### config.mk
export PLATFORM = sky130hd
export DESIGN_NAME = dual_adc_core
export DESIGN_NICKNAME = d
export VERILOG_FILES = /design/src/rtl/dadc_pkg.sv /design/src/rtl/dadc_conv_timer.sv /design/src/rtl/dadc_sample_hold.sv /design/src/rtl/dadc_result_reg.sv /design/src/rtl/dadc_read_seq.sv /design/src/rtl/dual_adc_core.sv
export SDC_FILE = /design/constraint.sdc
export NUM_CORES = 1
export LEC_CHECK = 0
export ABC_AREA = 0
export CAP_MARGIN = 30
export CORE_ASPECT_RATIO = 0.5
export CORE_MARGIN = 2
export CORE_UTILIZATION = 43
export DETAILED_ROUTE_END_ITERATION = 16
export GPL_TIMING_DRIVEN = 0
export PLACE_DENSITY = 0.72
export SETUP_SLACK_MARGIN = 0.2
export SYNTH_ARGS = -nofsm -noshare
export SYNTH_HDL_FRONTEND = slang
export SYNTH_SLANG_ARGS = --single-unit
### constraint.sdc
create_clock -name clk -period 1.45 [get_ports clk]
set_input_delay 0.145 -clock clk [delete_from_list [all_inputs] [get_ports clk]]
set_output_delay 0.145 -clock clk [all_outputs]
set_load 0.03 [all_outputs]
### src/rtl/dadc_pkg.sv
package dadc_pkg;
    parameter int unsigned SAMPLE_W = 14;
    parameter int unsigned NUM_RES  = 2;
    parameter int unsigned PTR_W    = (NUM_RES > 1) ? $clog2(NUM_RES) : 1;

    typedef logic [SAMPLE_W-1:0]              sample_t;
    typedef logic [NUM_RES-1:0][SAMPLE_W-1:0] res_vec_t;
    typedef logic [PTR_W-1:0]                 ptr_t;
endpackage

### src/rtl/dadc_conv_timer.sv
module dadc_conv_timer #(
    parameter int unsigned CONV_CYCLES = 52
) (
    input  logic clk,
    input  logic rst_n,
    input  logic conv_start_n,
    output logic start_acc,
    output logic busy,
    output logic done
);
    localparam int unsigned CNT_W = (CONV_CYCLES > 1) ? $clog2(CONV_CYCLES) : 1;
    localparam logic [CNT_W-1:0] CNT_LOAD = CNT_W'(CONV_CYCLES - 1);

    typedef struct packed {
        logic             start_q;
        logic             busy_q;
        logic [CNT_W-1:0] cnt_q;
    } tmr_state_t;

    tmr_state_t st_q, st_d;
    logic       fall;

    always_comb begin
        st_d      = st_q;
        fall      = st_q.start_q & ~conv_start_n;
        start_acc = fall & ~st_q.busy_q;
        done      = st_q.busy_q && (st_q.cnt_q == '0);
        st_d.start_q = conv_start_n;
        if (start_acc) begin
            st_d.busy_q = 1'b1;
            st_d.cnt_q  = CNT_LOAD;
        end else if (st_q.busy_q) begin
            if (st_q.cnt_q == '0) begin
                st_d.busy_q = 1'b0;
            end else begin
                st_d.cnt_q = st_q.cnt_q - 1'b1;
            end
        end
    end

    always_ff @(posedge clk or negedge rst_n) begin
        if (!rst_n) begin
            st_q <= '{start_q: 1'b1, busy_q: 1'b0, cnt_q: '0};
        end else begin
            st_q <= st_d;
        end
    end

    assign busy = st_q.busy_q;


    start_to_busy_chk: assert property (@(posedge clk) disable iff (!rst_n)
        (st_q.start_q && !conv_start_n && !st_q.busy_q) |=> st_q.busy_q);


    busy_hold_chk: assert property (@(posedge clk) disable iff (!rst_n)
        (st_q.busy_q && st_q.cnt_q != '0) |=> st_q.busy_q);


    busy_end_chk: assert property (@(posedge clk) disable iff (!rst_n)
        done |=> !st_q.busy_q);


    restart_ignored_chk: assert property (@(posedge clk) disable iff (!rst_n)
        (st_q.busy_q && st_q.cnt_q != '0 && fall)
        |=> (st_q.cnt_q == $past(st_q.cnt_q) - 1'b1));
endmodule

### src/rtl/dadc_sample_hold.sv
module dadc_sample_hold
    import dadc_pkg::*;
(
    input  logic     clk,
    input  logic     rst_n,
    input  logic     capture,
    input  logic     grp_sel,
    input  res_vec_t grp_a,
    input  res_vec_t grp_b,
    output res_vec_t held
);
    typedef struct packed {
        res_vec_t held_q;
    } hold_state_t;

    hold_state_t st_q, st_d;
    res_vec_t    pick;

    for (genvar g = 0; g < NUM_RES; g++) begin : g_path
        assign pick[g] = grp_sel ? grp_b[g] : grp_a[g];
    end

    always_comb begin
        st_d = st_q;
        if (capture) begin
            st_d.held_q = pick;
        end
    end

    always_ff @(posedge clk or negedge rst_n) begin
        if (!rst_n) begin
            st_q <= '0;
        end else begin
            st_q <= st_d;
        end
    end

    assign held = st_q.held_q;


    hold_frozen_chk: assert property (@(posedge clk) disable iff (!rst_n)
        !capture |=> $stable(st_q.held_q));


    hold_group_a_chk: assert property (@(posedge clk) disable iff (!rst_n)
        (capture && !grp_sel) |=> (st_q.held_q == $past(grp_a)));


    hold_group_b_chk: assert property (@(posedge clk) disable iff (!rst_n)
        (capture && grp_sel) |=> (st_q.held_q == $past(grp_b)));
endmodule

### src/rtl/dadc_result_reg.sv
module dadc_result_reg
    import dadc_pkg::*;
(
    input  logic     clk,
    input  logic     rst_n,
    input  logic     done,
    input  res_vec_t held,
    output res_vec_t res
);
    typedef struct packed {
        res_vec_t res_q;
    } res_state_t;

    res_state_t st_q, st_d;

    always_comb begin
        st_d = st_q;
        if (done) begin
            st_d.res_q = held;
        end
    end

    always_ff @(posedge clk or negedge rst_n) begin
        if (!rst_n) begin
            st_q <= '0;
        end else begin
            st_q <= st_d;
        end
    end

    assign res = st_q.res_q;


    res_stable_chk: assert property (@(posedge clk) disable iff (!rst_n)
        !done |=> $stable(st_q.res_q));


    res_load_chk: assert property (@(posedge clk) disable iff (!rst_n)
        done |=> (st_q.res_q == $past(held)));
endmodule

### src/rtl/dadc_read_seq.sv
module dadc_read_seq
    import dadc_pkg::*;
(
    input  logic     clk,
    input  logic     rst_n,
    input  logic     cs_n,
    input  logic     rd_n,
    input  logic     done,
    input  res_vec_t res,
    output sample_t  rd_data,
    output logic     rd_oe
);
    localparam ptr_t PTR_LAST = PTR_W'(NUM_RES - 1);

    typedef struct packed {
        logic rd_q;
        ptr_t ptr_q;
    } rd_state_t;

    rd_state_t st_q, st_d;
    logic      rd_rise;

    always_comb begin
        st_d      = st_q;
        rd_rise   = ~st_q.rd_q & rd_n & ~cs_n;
        st_d.rd_q = rd_n;
        if (cs_n || done) begin
            st_d.ptr_q = '0;
        end else if (rd_rise) begin
            st_d.ptr_q = (st_q.ptr_q == PTR_LAST) ? '0 : st_q.ptr_q + 1'b1;
        end
    end

    always_ff @(posedge clk or negedge rst_n) begin
        if (!rst_n) begin
            st_q <= '{rd_q: 1'b1, ptr_q: '0};
        end else begin
            st_q <= st_d;
        end
    end

    always_comb begin
        rd_oe   = ~cs_n & ~rd_n;
        rd_data = rd_oe ? res[st_q.ptr_q] : '0;
    end


    ptr_cs_clear_chk: assert property (@(posedge clk) disable iff (!rst_n)
        cs_n |=> (st_q.ptr_q == '0));


    ptr_done_clear_chk: assert property (@(posedge clk) disable iff (!rst_n)
        done |=> (st_q.ptr_q == '0));


    ptr_wrap_chk: assert property (@(posedge clk) disable iff (!rst_n)
        (rd_rise && !done && st_q.ptr_q == PTR_LAST) |=> (st_q.ptr_q == '0));


    ptr_step_chk: assert property (@(posedge clk) disable iff (!rst_n)
        (rd_rise && !done && st_q.ptr_q != PTR_LAST)
        |=> (st_q.ptr_q == $past(st_q.ptr_q) + 1'b1));
endmodule

### src/rtl/dual_adc_core.sv
module dual_adc_core
    import dadc_pkg::*;
#(
    parameter int unsigned CONV_CYCLES = 52
) (
    input  logic                clk,
    input  logic                rst_n,
    input  logic                conv_start_n,
    input  logic                grp_sel,
    input  logic [SAMPLE_W-1:0] samp_a1,
    input  logic [SAMPLE_W-1:0] samp_a2,
    input  logic [SAMPLE_W-1:0] samp_b1,
    input  logic [SAMPLE_W-1:0] samp_b2,
    input  logic                cs_n,
    input  logic                rd_n,
    output logic                busy,
    output logic [SAMPLE_W-1:0] rd_data,
    output logic                rd_oe
);
    res_vec_t grp_a, grp_b, held, res;
    logic     start_acc, done;

    assign grp_a = {samp_a2, samp_a1};
    assign grp_b = {samp_b2, samp_b1};

    dadc_conv_timer #(.CONV_CYCLES(CONV_CYCLES)) u_timer (
        .clk          (clk),
        .rst_n        (rst_n),
        .conv_start_n (conv_start_n),
        .start_acc    (start_acc),
        .busy         (busy),
        .done         (done)
    );

    dadc_sample_hold u_hold (
        .clk     (clk),
        .rst_n   (rst_n),
        .capture (start_acc),
        .grp_sel (grp_sel),
        .grp_a   (grp_a),
        .grp_b   (grp_b),
        .held    (held)
    );

    dadc_result_reg u_res (
        .clk   (clk),
        .rst_n (rst_n),
        .done  (done),
        .held  (held),
        .res   (res)
    );

    dadc_read_seq u_rd (
        .clk     (clk),
        .rst_n   (rst_n),
        .cs_n    (cs_n),
        .rd_n    (rd_n),
        .done    (done),
        .res     (res),
        .rd_data (rd_data),
        .rd_oe   (rd_oe)
    );
endmodule

Yosys cells after proc, flatten, opt, wreduce, memory -nomap -nowiden
Index checks and enable logic that the tools add are counted.
{ "totals": {"ff_bits": 66, "in_bits": 62, "output_inout_bits": 16, "word_cells": 41} }
{ "op_classes": {"addsub": 2, "order_cmp": 1, "eq_ne": 1, "mux": 12, "bitwise_logic": 10, "reduce_logical": 6} }
{ "op_table": {"columns": ["operator", "count"], "rows": [
  ["two-way mux 14 bit", 5],
  ["two-way mux 7 bit", 2],
  ["zero test 6 bit", 1],
  ["two-way mux 6 bit", 1],
  ["subtractor 6 x 1 -> 6 bit (second input constant)", 1],
  ["AND 1 bit", 5],
  ["NOT 1 bit", 5],
  ["two-way mux 1 bit", 4],
  ["nonzero test 2 bit", 2],
  ["< comparator 1 x 2 -> 1 bit (second input constant)", 1],
  ["!= test 2 bit (second input constant)", 1],
  ["AND reduction 2 bit", 1],
  ["adder 1 bit (second input constant)", 1],
  ["logical AND 1 bit", 1],
  ["logical OR 1 bit", 1]
]} }

Logic depth before layout (Yosys ltp)
Gate-level depths: netlist (run 1).
{ "depth": {"ltp_word": 5, "mapped_depth": 6, "depth_no_buf": 5} }

Modules after synthesis
Synthesis (run 1) repeated with hierarchy kept, for this count alone.
{ "hier_totals": {"hier_cells": 264, "area_unflattened_um2": 3233.1} }
{ "by_module_without_submodules": {"columns": ["mod", "n_inst", "cells_per_inst", "area_per_inst_um2", "seq_area_each_um2"], "rows": [
  ["dadc_sample_hold", 1, 121, 1306.3, 700.7],
  ["dadc_result_reg", 1, 59, 1142.3, 700.7],
  ["dadc_conv_timer", 1, 45, 465.4, 201.4],
  ["dadc_read_seq", 1, 39, 319.1, 51.3]
]} }

Least setup slack after synthesis (run 1)
Ideal clock, no wire load.
{ "synth_timing": {"path_type": "flip-flop to flip-flop", "startpoint": "register u_timer.st_q[0] in the netlist's numbering", "endpoint": "register u_res.st_q (netlist bit u_res.res[0])", "setup_ps": 125, "t_arrival_ps": 1479, "required_time_ps": 1325, "slack_ps": -154, "path_stages_with_launch": 7, "n_path_buf": 1, "period_less_slack_ps": 1604, "cell_sequence": "dfrtp_1 > inv_1 > ha_1 > and2b_1 > nand3_4 > buf_6 > mux2_4"} }
{ "synth_via": {"elab_chain_cells": 2} }
{ "synth_lines": {"columns": ["item", "line_no", "source"], "rows": [
  ["from (decl)", "dadc_conv_timer.sv:20", "tmr_state_t st_q, st_d;"],
  ["from (signal assigned)", "dadc_conv_timer.sv:43", "st_q <= '{start_q: 1'b1, busy_q: 1'b0, cnt_q: '0};"],
  ["from (signal assigned)", "dadc_conv_timer.sv:45", "st_q <= st_d;"],
  ["zero test 6 bit", "dadc_conv_timer.sv:27", "done = st_q.busy_q && (st_q.cnt_q == '0);"],
  ["logical AND 1 bit", "dadc_conv_timer.sv:27", null],
  ["to (signal assigned)", "dadc_result_reg.sv:27", "st_q <= st_d;"],
  ["to (decl)", "dadc_result_reg.sv:14", "res_state_t st_q, st_d;"]
]} }
Every way passes these cells.
A chain may end at the register's enable or synchronous reset.

Worst setup path after layout (run 1)
{ "layout_timing": {"startpoint": "register u_timer.st_q[0] in the netlist's numbering", "endpoint": "register u_res.st_q (netlist bit u_res.res[11])"} }
Same word-level chain as after synthesis.

==> results of run 1 <==
-- cell type report --
class | instances | area [um^2] | share of cell area [%]
multi-input combinational | 175 | 1930 | 33.8
clock buffer | 12 | 246 | 4.33
tap | 92 | 115 | 2.02
sequential | 66 | 1660 | 29.1
timing repair buffer | 122 | 1420 | 24.9
clock inverter | 3 | 40.0 | 0.703
buffer | 16 | 273 | 4.79
inverter | 4 | 21.3 | 0.373
-- stage by stage --
| step | instance area, um^2 | std cells |
|---|---|---|
| after global placement | 4160 | 430 |
| final | 5700 | 490 |
| after global routing | 5700 | 490 |
| after floorplan | 3280 | 262 |
| after CTS | 5370 | 478 |
| after detailed placement | 4150 | 430 |
-- worst min-delay path, cell delays in order --
cell	delay [ns]
sky130_fd_sc_hd__buf_2	0.20
sky130_fd_sc_hd__mux2i_1	0.21
sky130_fd_sc_hd__o21ai_2	0.08
-- state kept, by name (all words and copies together), names as in the netlist --
| register | flops |
|---|---|
| u_hold.held | 28 |
| u_rd.st_q | 2 |
| u_res.res | 28 |
| u_timer.busy | 1 |
| u_timer.st_q | 7 |
-- metal layers --
metal  part of all wire (%)  wire length, um  track usage, %  vias up
met5                      0                0               0        -
met4                    2.7              304            9.41        0
met3                    5.5              622            6.70       30
met2                     52             5820            45.6      134
met1                     40             4530            30.8     1410
li1                       -                -               -     1186
-- timing repair --
item	CTS	global route
gates resized for setup	234	57
endpoints found under the hold margin	65	1
buffers inserted	21	11
pin swaps	40	20
hold buffers	2	1
endpoints found under the setup margin	79	81
cloned	11	0
-- power groups by stage --
stage / logic (mW) / clock network [mW] / registers (mW)
final: 3.37 / 2.18 / 3.33
after global routing: 3.55 / 2.27 / 3.39
after CTS: 2.81 / 2.13 / 3.13
after detailed placement: 1.88 / 0 / 3.01
after global placement: 1.79 / 0 / 2.97
after floorplan: 1.36 / 0 / 2.88
-- worst paths after layout --
| check | start | end | slack [ns] | cells after the start |
|---|---|---|---|---|
| max in group asynchronous | rst_n | u_timer.busy$_DFF_PN0_ | 0.64 | 2 |
| min reg2reg | u_hold.held[8]$_DFFE_PN0P_ | u_hold.held[8]$_DFFE_PN0P_ | 0.51 | 2 |
| max reg2reg | u_timer.st_q[0]$_DFFE_PN0P_ | u_res.res[11]$_DFFE_PN0P_ | -0.30 | 6 |
| min in group asynchronous | rst_n | u_res.res[13]$_DFFE_PN0P_ | 0.36 | 2 |
| min | grp_sel | u_hold.held[25]$_DFFE_PN0P_ | 0.34 | 3 |
| max | u_timer.st_q[0]$_DFFE_PN0P_ | u_res.res[11]$_DFFE_PN0P_ | -0.30 | 6 |
-- Yosys cell counts, drive strengths merged, types with 2 or more instances --
cell type,number
a21oi,2
buf,12
clkbuf,5
dfrtp,64
dfstp,2
ha,2
inv,4
mux2,28
mux2i,43
nand2,30
nand3,3
nor2,17
nor2b,2
o21ai,30
o31ai,4
-- cells by family after synthesis --
group	synth area share, %
fa+ha+maj	0.798
compound gates	6.87
mux	26.2
flops	52.8
simple gates	9.54
buf+inv	3.55
xor+xnor	0.279
==> summary by stage, run 1 <==
Cells and area
The library cell used most frequently in the layout, excluding fill and tap cells, is sky130_fd_sc_hd__dfrtp_1. The repair_antennas step left the layout with diodes totalling 0. For this run, the post-layout net count is between 400 and 500.

The total of fill cells in the finished design is 322. In the layout the commonest cells are 61 x sky130_fd_sc_hd__dfrtp_1, 57 x sky130_fd_sc_hd__clkdlybuf4s50_1, 34 x sky130_fd_sc_hd__mux2i_1, 24 x sky130_fd_sc_hd__nand2_4. At the end of the flow the core is filled with cells to 83.1%. The share of post-route cells with drive strength above 1 is approximately 54%.

The area added between synthesis and finish is 81.8%.

Floorplanning
Pin placement for this block handled 78 I/O pins. The die span in x is 125 um. After floorplanning, the core was divided into 21 placement rows.

The core region area is 6860 um^2. For this configuration, the core starts out at a cell density of 45.7%. The floorplan die height is roughly 64 um. The area of the die is around 8000 um^2.

Synth
After synthesis the cells add up to 3130 um^2. The number of warnings printed during yosys synthesis is 0. In the post-synthesis netlist, the biggest area contributors are sky130_fd_sc_hd__dfrtp_1 51%, sky130_fd_sc_hd__mux2i_1 14%, sky130_fd_sc_hd__mux2_4 9.6%, sky130_fd_sc_hd__o21ai_0 4.6%, sky130_fd_sc_hd__nand2_1 3.6%.

The instance count of the mapped netlist is 262. The post-synthesis area per instance is 12.0 um^2. The sequential area share after synthesis is 52.8%. The net count after synthesis is 326. The register bit count reported by yosys is 66. The share of synthesized area in the top cell type comes to between 50 and 60%. The distinct cell type count after synthesis is 35.

The commonest register cell after synthesis is sky130_fd_sc_hd__dfrtp_1. Counting flops with a built-in enable in the synthesized netlist gives 0. The fraction of synthesis flops using an asynchronous set or reset pin is 100%. The biggest area consumer among synthesized cells is sky130_fd_sc_hd__dfrtp_1.

Placement
Input and output buffers added on the ports amount to 76. The final weighted congestion of routability-driven global placement is 0.720. Detailed placement finished with a half-perimeter wire length of between 5 and 6 mm. Before CTS, the worst setup slack after placement is -0.908 ns.

Worst setup path
The critical path is of the reg -> reg type. The critical path required time is roughly 1.7 ns. The stage delay of the slowest cell on the critical path is about 0.42 ns. The kind of cell adding the most delay to the critical path is buffers and inverters.

For the worst setup path, the data arrival time is between 1.5 and 2 ns. The type of destination of the critical path is a flip-flop. The critical path goes through inv_2 > ha_4 > and2b_2 > nand3_4 > bufbuf_16 > mux2_4. The worst setup path is launched from a flip-flop.

In this run the worst path has a maximum fanout of 7. Counting both buffers and inverters, the worst setup path holds a total of 2. The largest individual stage delay along the critical path comes from the cell sky130_fd_sc_hd__dfrtp_1.

Clocking
Clock-pin slew was measured on the worst setup and hold paths at 0.06 ns. In this run the deepest clock path goes through 2 buffers. The H-tree generated during clock tree synthesis spans 3 levels.

The library cell used as clock root buffer is sky130_fd_sc_hd__clkbuf_16. The clock tree from TritonCTS is built. Clock tree synthesis found a total of 66 sinks. In this run, CTS created clock tree buffers numbering 9. The clock insertion delay at the later pin of the skew report is approximately 0.34 ns.

Routing
After detailed routing, the average wire length per cell comes to 23.0 um. The detailed-route vias per instance is 5.63. For this block, the routed nets add up to 11.3 mm of wire.

Across all layers, the routed design uses 2,760 vias. The remaining routing DRC violations is 0. Once detail routing completed, the nets flagged for antenna violations numbered 0. For this run, the detailed router's first-pass iteration total came to 4. The initial DRC count is 210.

Run
Max-cap violations in this run came to 0.

Timing
For the final routed database, the setup TNS stands at -14.98 ns. The share of the clock period used by the worst path is 121%. Between clock sinks in the finished design, the worst skew comes to roughly 0.013 ns.

The final critical delay including setup and external delays is 1.75 ns. The number of hold violations in the final report is 0. The relative max-transition margin is 59.5%. Setup repair after global routing could not meet its margin everywhere.

Across all hold checks on the routed design, the worst slack comes to roughly 0.34 ns. The measured slew at the worst slew-check pin is around 0.61 ns. Once routing completed, OpenROAD measured the worst setup slack at -0.300 ns. The final number of max-transition violations is 0. Based on the critical path, the design can be clocked at up to between 500 and 600 MHz. Setup violations remaining at the end of the flow were counted as 77.

Global route
The first global-routing pass estimated 15.4 mm of wire. Entering global routing, the biggest net connects 67 pins. The number of global-route vias before repair is 2,835. The number of antenna violations at the first check in global routing is 0. The total grt overflow is 0. Global routing consumed, over all layers together, 25.8% of the routing resources.

Power and ir drop
The share of total power in sequential cells is 37.5%. The completed layout was analyzed and its total power is a little under 9 mW. The static power due to leakage is 2.62 nW. In this run, the combinational gates consume between 30% and 40% of the power.

The cell-internal power is 5.85 mW. The share of total power dissipated in the clock network is 24.6%. The total power density per cell area is 1560 nW/um^2. The switching power is just over 3 mW.

Net switching is 34.1% of the power. The worst-case IR drop observed on VDD is about 0.00099 V.

Hold path
The class of the tightest hold or removal check is in -> reg.

Run status
The flow ran to the end, but the final reports show violations. The final reports fail on setup timing.
Power figures use the tool's default switching activity.
==> run 2: changes to the inputs <==
--- a/config.mk
+++ b/config.mk
@@ -6,7 +6,6 @@
 export NUM_CORES = 1
 export LEC_CHECK = 0
 export ABC_AREA = 0
-export CAP_MARGIN = 30
 export CORE_ASPECT_RATIO = 0.5
 export CORE_MARGIN = 2
 export CORE_UTILIZATION = 43
==> results of run 2 <==
The final DEF is identical to that of run 1; final timing and power are the same.
